--- src/rtl/stat_pkg.sv ---
package stat_pkg;
  localparam int STAT_W   = 32;
  localparam int POS_N    = 31;
  localparam int POS_Z    = 30;
  localparam int POS_C    = 29;
  localparam int POS_V    = 28;
  localparam int POS_Q    = 27;
  localparam int POS_GE   = 16;

  typedef enum logic [2:0] {
    OPC_NOP   = 3'd0,
    OPC_ADDS  = 3'd1,
    OPC_CMN   = 3'd2,
    OPC_SUBS  = 3'd3,
    OPC_CMP   = 3'd4,
    OPC_TEQ   = 3'd5,
    OPC_LOGIC = 3'd6,
    OPC_SIMD  = 3'd7
  } opc_e;

  typedef struct packed {
    logic n;
    logic z;
    logic c;
    logic v;
  } nzcv_t;
endpackage

--- src/rtl/status_flag_gen.sv ---
module status_flag_gen
  import stat_pkg::*;
#(
  parameter int DATA_W = 32
) (
  input  logic              valid,
  input  opc_e              op,
  input  logic [DATA_W-1:0] a,
  input  logic [DATA_W-1:0] b,
  input  logic [DATA_W-1:0] res,
  input  nzcv_t             cur,
  output nzcv_t             nxt,
  output logic              upd,
  output logic              nz_only
);
  localparam int MSB = DATA_W - 1;

  function automatic nzcv_t add_flags(input logic [DATA_W-1:0] x, input logic [DATA_W-1:0] y);
    logic [DATA_W:0] s;
    nzcv_t f;
    s   = {1'b0, x} + {1'b0, y};
    f.n = s[MSB];
    f.z = (s[MSB:0] == '0);
    f.c = s[DATA_W];
    f.v = (x[MSB] == y[MSB]) && (s[MSB] != x[MSB]);
    return f;
  endfunction

  function automatic nzcv_t sub_flags(input logic [DATA_W-1:0] x, input logic [DATA_W-1:0] y);
    logic [DATA_W:0] d;
    nzcv_t f;
    d   = {1'b0, x} + {1'b0, ~y} + {{DATA_W{1'b0}}, 1'b1};
    f.n = d[MSB];
    f.z = (d[MSB:0] == '0);
    f.c = d[DATA_W];
    f.v = (x[MSB] != y[MSB]) && (d[MSB] != x[MSB]);
    return f;
  endfunction

  function automatic nzcv_t nz_flags(input logic [DATA_W-1:0] r, input nzcv_t keep);
    nzcv_t f;
    f   = keep;
    f.n = r[MSB];
    f.z = (r == '0);
    return f;
  endfunction

  always_comb begin
    nxt     = cur;
    upd     = 1'b0;
    nz_only = 1'b0;
    if (valid) begin
      unique case (op)
        OPC_ADDS, OPC_CMN: begin nxt = add_flags(a, b);          upd = 1'b1; end
        OPC_SUBS, OPC_CMP: begin nxt = sub_flags(a, b);          upd = 1'b1; end
        OPC_TEQ:   begin nxt = nz_flags(a ^ b, cur); upd = 1'b1; nz_only = 1'b1; end
        OPC_LOGIC: begin nxt = nz_flags(res, cur);   upd = 1'b1; nz_only = 1'b1; end
        default:   begin nxt = cur; end
      endcase
    end
  end
endmodule

--- src/rtl/status_pack.sv ---
module status_pack
  import stat_pkg::*;
#(
  parameter int GE_LANES = 4
) (
  input  nzcv_t               flags,
  input  logic                q,
  input  logic [GE_LANES-1:0] ge,
  output logic [STAT_W-1:0]   word,
  input  logic [STAT_W-1:0]   wr_word,
  output nzcv_t               wr_flags,
  output logic                wr_q,
  output logic [GE_LANES-1:0] wr_ge
);
  always_comb begin
    word                           = '0;
    word[POS_N]                    = flags.n;
    word[POS_Z]                    = flags.z;
    word[POS_C]                    = flags.c;
    word[POS_V]                    = flags.v;
    word[POS_Q]                    = q;
    word[POS_GE +: GE_LANES]       = ge;
  end

  assign wr_flags = '{n: wr_word[POS_N], z: wr_word[POS_Z], c: wr_word[POS_C], v: wr_word[POS_V]};
  assign wr_q     = wr_word[POS_Q];
  assign wr_ge    = wr_word[POS_GE +: GE_LANES];
endmodule

--- src/rtl/app_status_reg.sv ---
module app_status_reg
  import stat_pkg::*;
#(
  parameter int DATA_W   = 32,
  parameter int GE_LANES = 4
) (
  input  logic                clk,
  input  logic                rst_n,
  input  logic                op_valid,
  input  logic [2:0]          op_code,
  input  logic [DATA_W-1:0]   op_a,
  input  logic [DATA_W-1:0]   op_b,
  input  logic [DATA_W-1:0]   op_res,
  input  logic [GE_LANES-1:0] simd_ge,
  input  logic                sat_ovf,
  input  logic                wr_en,
  input  logic [STAT_W-1:0]   wr_data,
  output logic [STAT_W-1:0]   rd_data
);
  localparam logic [STAT_W-1:0] GE_BITS  = STAT_W'(((1 << GE_LANES) - 1) << POS_GE);
  localparam logic [STAT_W-1:0] IMPL_MSK = STAT_W'(32'h1F << POS_Q) | GE_BITS;

  opc_e                op;
  nzcv_t               nzcv_q, nzcv_nx, wr_nzcv;
  logic                q_q, wr_q;
  logic [GE_LANES-1:0] ge_q, wr_ge;

  // Named events for the checks below
  logic nzcv_upd, nz_only, ge_upd, q_set, sw_write;

  assign op       = opc_e'(op_code);
  assign ge_upd   = op_valid && (op == OPC_SIMD);
  assign q_set    = sat_ovf;
  assign sw_write = wr_en;

  status_flag_gen #(.DATA_W(DATA_W)) u_gen (
    .valid   (op_valid),
    .op      (op),
    .a       (op_a),
    .b       (op_b),
    .res     (op_res),
    .cur     (nzcv_q),
    .nxt     (nzcv_nx),
    .upd     (nzcv_upd),
    .nz_only (nz_only)
  );

  status_pack #(.GE_LANES(GE_LANES)) u_pack (
    .flags    (nzcv_q),
    .q        (q_q),
    .ge       (ge_q),
    .word     (rd_data),
    .wr_word  (wr_data),
    .wr_flags (wr_nzcv),
    .wr_q     (wr_q),
    .wr_ge    (wr_ge)
  );

  always_ff @(posedge clk) begin
    if (!rst_n) begin
      nzcv_q <= '0;
      q_q    <= 1'b0;
      ge_q   <= '0;
    end else if (sw_write) begin
      nzcv_q <= wr_nzcv;
      q_q    <= wr_q;
      ge_q   <= wr_ge;
    end else begin
      if (nzcv_upd) nzcv_q <= nzcv_nx;
      if (q_set)    q_q    <= 1'b1;
      if (ge_upd)   ge_q   <= simd_ge;
    end
  end

  AST_WRITE_WINS: assert property (@(posedge clk) disable iff (!rst_n)
    sw_write |=> rd_data == ($past(wr_data) & IMPL_MSK));
  AST_Q_STICKY: assert property (@(posedge clk) disable iff (!rst_n)
    q_q && !sw_write |=> q_q);
  AST_Q_SET: assert property (@(posedge clk) disable iff (!rst_n)
    q_set && !sw_write |=> rd_data[POS_Q]);
  AST_GE_HOLD: assert property (@(posedge clk) disable iff (!rst_n)
    !ge_upd && !sw_write |=> $stable(rd_data[POS_GE +: GE_LANES]));
  AST_NZ_KEEPS_CV: assert property (@(posedge clk) disable iff (!rst_n)
    nz_only && !sw_write |=> $stable(rd_data[POS_C]) && $stable(rd_data[POS_V]));
  AST_SELF_CMP: assert property (@(posedge clk) disable iff (!rst_n)
    op_valid && op == OPC_CMP && op_a == op_b && !sw_write
    |=> rd_data[POS_N:POS_V] == 4'b0110);
  AST_IDLE_HOLD: assert property (@(posedge clk) disable iff (!rst_n)
    !op_valid && !sw_write |=> $stable(rd_data[POS_N:POS_V]) && $stable(ge_q));
endmodule

--- config.mk ---
export PLATFORM = sky130hd
export DESIGN_NAME = app_status_reg
export DESIGN_NICKNAME = d
export VERILOG_FILES = /design/src/rtl/stat_pkg.sv /design/src/rtl/status_flag_gen.sv /design/src/rtl/status_pack.sv /design/src/rtl/app_status_reg.sv
export SDC_FILE = /design/constraint.sdc
export NUM_CORES = 1
export LEC_CHECK = 0
export CAP_MARGIN = 10
export CORE_ASPECT_RATIO = 1.2
export CORE_MARGIN = 1.5
export CORE_UTILIZATION = 60
export DETAILED_ROUTE_END_ITERATION = 7
export DONT_BUFFER_PORTS = 1
export PLACE_DENSITY_LB_ADDON = 0.05
export SYNTH_ARGS = -nofsm -noshare
export SYNTH_HDL_FRONTEND = slang
export SYNTH_SLANG_ARGS = --single-unit
--- constraint.sdc ---
create_clock -name clk -period 8.7 [get_ports clk]
set_input_delay 1.74 -clock clk [delete_from_list [all_inputs] [get_ports clk]]
set_output_delay 1.74 -clock clk [all_outputs]
set_load 0.01 [all_outputs]
==> run summary <==
Status -> completed
Horiz. Die Dim -> 87.9 um
Slew at the pin with the worst max-slew slack -> 0.775 ns
Initial cell density of the core -> 0.629
Critical path data required time -> 8.82 ns
Vias in the first global route -> 5521
Crit Path Class -> in -> reg
Largest stage delay, worst path -> 0.72 ns
DRC Markers -> 0
Average cell area after synthesis -> 6.66 um^2
Normalized max-slew margin -> 0.477
Worst min-delay path endpoint -> ge_q[3]
Antenna-violating nets left -> 0
Final Total Pwr -> 0.000469 W
Cell at the slowest stage of the critical path -> sky130_fd_sc_hd__ha_1
Post-CTS setup-driven buffer insertion count -> 0
Cell type with the highest occurrence count on the critical path -> sky130_fd_sc_hd__o21ai_1
Unrepaired setup endpoints after global routing -> false
Sequential share of the synthesized area -> 0.0347
Worst slack at placement -> 3.55 ns
Vertical die dimension -> 105 um
Final Net Count -> 949
CTS tree -> yes
Worst-path clk slew -> 0.05 ns
Final hold violation count -> 0
Total area of sequential cells -> 180 um^2
Core outline area -> 8240 um^2
Number of diodes added for antenna fixing -> 0
Later-pin clock latency in the skew report -> 0.23 ns
Fillcell total -> 794
WP buf/inv -> 2
Yosys reg bits -> 9
Setup tns final -> 0 ns
Detailed Route WL -> 17900 um
Pin count of the biggest net entering global routing -> 19
CTS hold repair buffers -> 0
Combinational share of power -> 0.791
Number of gates resized after CTS -> 0
Fraction of synthesis flops using an asynchronous set or reset pin -> 0
Startpoint of the lowest-slack hold path -> ge_q[3]
Post-synthesis instance total -> 779
Critical Path End Type -> register
Max_cap viols -> 0
Final Critical Period -> 5.09 ns
Crit path max fanout -> 18
Share of total power in the clock network -> 0.104
Total global routing track utilization -> 0.365
Share of final-layout standard cells stronger than drive strength 1 -> 0.0391
Via-per-instance ratio -> 7.18
Cell variety after synth -> 77
Area fraction of the dominant cell type after synthesis -> 0.154
Worst-case clock buffer depth -> 2
I/O pin count -> 172
Worst Hold Depth -> 2
Setup slack of the worst register-to-register path -> 6.44 ns
Final clock period utilization by the worst path -> 0.585
Register-to-Register Path Depth -> 8
Gate family responsible for the most delay along the worst path -> compound AO/OA/AOI/OAI gates
Clock sink count -> 9
Pwr/cell area -> 92.0 nW/um^2
Count of flip-flops with a built-in enable after synthesis -> 0
Yosys warning total -> 0
GR Overflow Total -> 0
Switch share -> 0.558
Sw Pwr -> 0.000262 W
Cell type with the largest total area after synthesis -> sky130_fd_sc_hd__ha_1
RePlAce Congestion -> 1.02
Global routing usage on met1 -> 0.459
TritonCTS buffer count -> 3
Initial antenna violation count -> 0
1st-pass router iterations -> 5
Cell internal power dissipation -> 0.000207 W
Reg-to-reg startpoint -> nzcv_q[2]
Setup slack after layout -> 3.61 ns
Number of DRC violations after detailed-routing iteration 0 -> 623
Setup skew after layout -> 0 ns
Total area of multi-input combinational cells -> 4470 um^2
Predominant post-synthesis flop cell -> sky130_fd_sc_hd__dfxtp_1
Average detailed-routed wire length per instance -> 20.9 um
Startpoint class of the critical path -> input pin
Die area -> 9210 um^2
Port bufs -> 0
Seq pwr share -> 0.105
Clk Tree Root Cell -> sky130_fd_sc_hd__clkbuf_8
VDD IR max -> 63.3 uV
GR Util met2 -> 0.619
CTS H-tree lvls -> 1
Most instantiated cells after synthesis -> sky130_fd_sc_hd__a21oi_1 (69), sky130_fd_sc_hd__nor2_1 (67), sky130_fd_sc_hd__ha_1 (64)
Static leakage -> 2.13 nW
Count of vias placed by the detailed router -> 6142
Most used routing layer -> met2
Count of standard-cell rows -> 36
Worst path cell trace -> inv_1, ha_1, clkinv_1, o211ai_1, nand4_1, o21ai_1, o21ai_1, a21oi_1, nand2_1, a2111oi_0, o22ai_1, a41o_1
Worst hold path class -> reg -> reg
Met3 Usage GRT -> 0.0490
First-pass GRT wire length -> 27100 um
DP HPWL -> 14400 um
Reg-to-Reg End -> nzcv_q[2]
Final Max Slew Viols -> 0
Fmax -> 0.197 GHz
Area growth from synthesis to final layout -> -1.71%
Syn Std Cell Area -> 5190 um^2
Most area-consuming cells after synthesis -> sky130_fd_sc_hd__ha_1 (15%), sky130_fd_sc_hd__a21oi_1 (6.7%), sky130_fd_sc_hd__nor2_1 (4.8%), sky130_fd_sc_hd__inv_1 (4.6%), sky130_fd_sc_hd__buf_4 (4.2%)
Final setup fails -> 0
Most numerous cell in the Yosys netlist -> sky130_fd_sc_hd__a21oi_1
Arrival @ worst endpoint -> 5.21 ns
[power groups by stage]
stage	registers (W)	logic [W]	clock network, W
floorplan	0.0000489	0.000287	0
global placement	0.0000497	0.000349	0
detailed placement	0.0000498	0.000355	0
CTS	0.0000492	0.000358	0.0000484
global route	0.0000497	0.000397	0.0000514
finish	0.0000493	0.000371	0.0000488
[kinds of logic (layout without fill, tap and decap cells)]
kind of cell	Yosys count	after routing	synth area share
buffers and inverters	133	74	0.120
AND/OR/NAND/NOR	278	278	0.277
flip-flops	9	9	0.0347
multiplexers	13	13	0.0256
adder cells (fa/ha/maj)	66	66	0.162
AO/OA/AOI/OAI	254	254	0.338
XOR/XNOR	25	25	0.0422
other	1	23	0.000723
[cells in the final DEF, fill, tap and decap left out, types with 11 or more instances in the layout]
cell type	netlist	layout
sky130_fd_sc_hd__nor2_1	67	67
sky130_fd_sc_hd__nand2_1	43	43
sky130_fd_sc_hd__a31oi_1	12	12
sky130_fd_sc_hd__nand3_1	21	21
sky130_fd_sc_hd__o21ai_0	34	34
sky130_fd_sc_hd__conb_1	1	23
sky130_fd_sc_hd__mux2i_1	11	11
sky130_fd_sc_hd__a21o_1	15	15
sky130_fd_sc_hd__ha_1	64	64
sky130_fd_sc_hd__nand4_1	22	22
sky130_fd_sc_hd__xnor2_1	20	20
sky130_fd_sc_hd__a211oi_1	12	12
sky130_fd_sc_hd__nand2b_1	12	12
sky130_fd_sc_hd__nor4_1	23	23
sky130_fd_sc_hd__nor2b_1	22	22
sky130_fd_sc_hd__a21oi_1	69	69
sky130_fd_sc_hd__nor3_1	32	32
sky130_fd_sc_hd__inv_1	63	63
[through the flow]
stage                     utilization  hold slack, ns  cell area (um^2)  std cells
final                           0.619           0.544              5100        856
after global routing            0.619           0.582              5100        856
after CTS                       0.619           0.550              5100        856
after detailed placement        0.613           0.541              5050        852
after global placement          0.613           0.531              5050        852
after floorplan                     -           0.461              5270        801
[layout make-up]
type	count	area share
multi-input combinational	659	0.876
inverter	70	0.0520
sequential	9	0.0353
tap	114	0.0280
clock buffer	4	0.00883
[worst reg2reg max path, stage by stage (launching register included)]
cell and delay [ns]:
sky130_fd_sc_hd__dfxtp_1 0.41, sky130_fd_sc_hd__inv_1 0.07, sky130_fd_sc_hd__a21oi_1 0.38, sky130_fd_sc_hd__o311ai_0 0.24, sky130_fd_sc_hd__nor4_1 0.30, sky130_fd_sc_hd__o2111ai_1 0.25
sky130_fd_sc_hd__nor4b_2 0.29, sky130_fd_sc_hd__a31oi_1 0.11, sky130_fd_sc_hd__o21ai_1 0.13
[how the worst max path moves through the flow]
| stage | from | end | slack (ns) | depth (start not counted) |
|---|---|---|---|---|
| 3_5_place_dp | op_b[13] | nzcv_q[1] | 3.55 | 12 |
| 4_1_cts | op_b[13] | nzcv_q[1] | 3.77 | 12 |
| 3_3_place_gp | op_b[13] | nzcv_q[1] | 3.55 | 12 |
| 6_report | op_b[13] | nzcv_q[1] | 3.61 | 12 |
| 5_1_grt | op_b[13] | nzcv_q[1] | 3.57 | 12 |
| 2_1_floorplan | op_a[0] | nzcv_q[1] | 4.34 | 12 |
[registers in the layout, summed over array words and instances, names as in the netlist]
register  flops
ge_q          4
nzcv_q        4
q_q           1
[routing by layer]
| layer | up-vias | wire (um) |
|---|---|---|
| li1 | 2780 | - |
| met1 | 2867 | 6880 |
| met2 | 428 | 8520 |
| met3 | 67 | 1660 |
| met4 | 0 | 816 |
| met5 | - | 0 |
(Power assumes the default switching activity.)
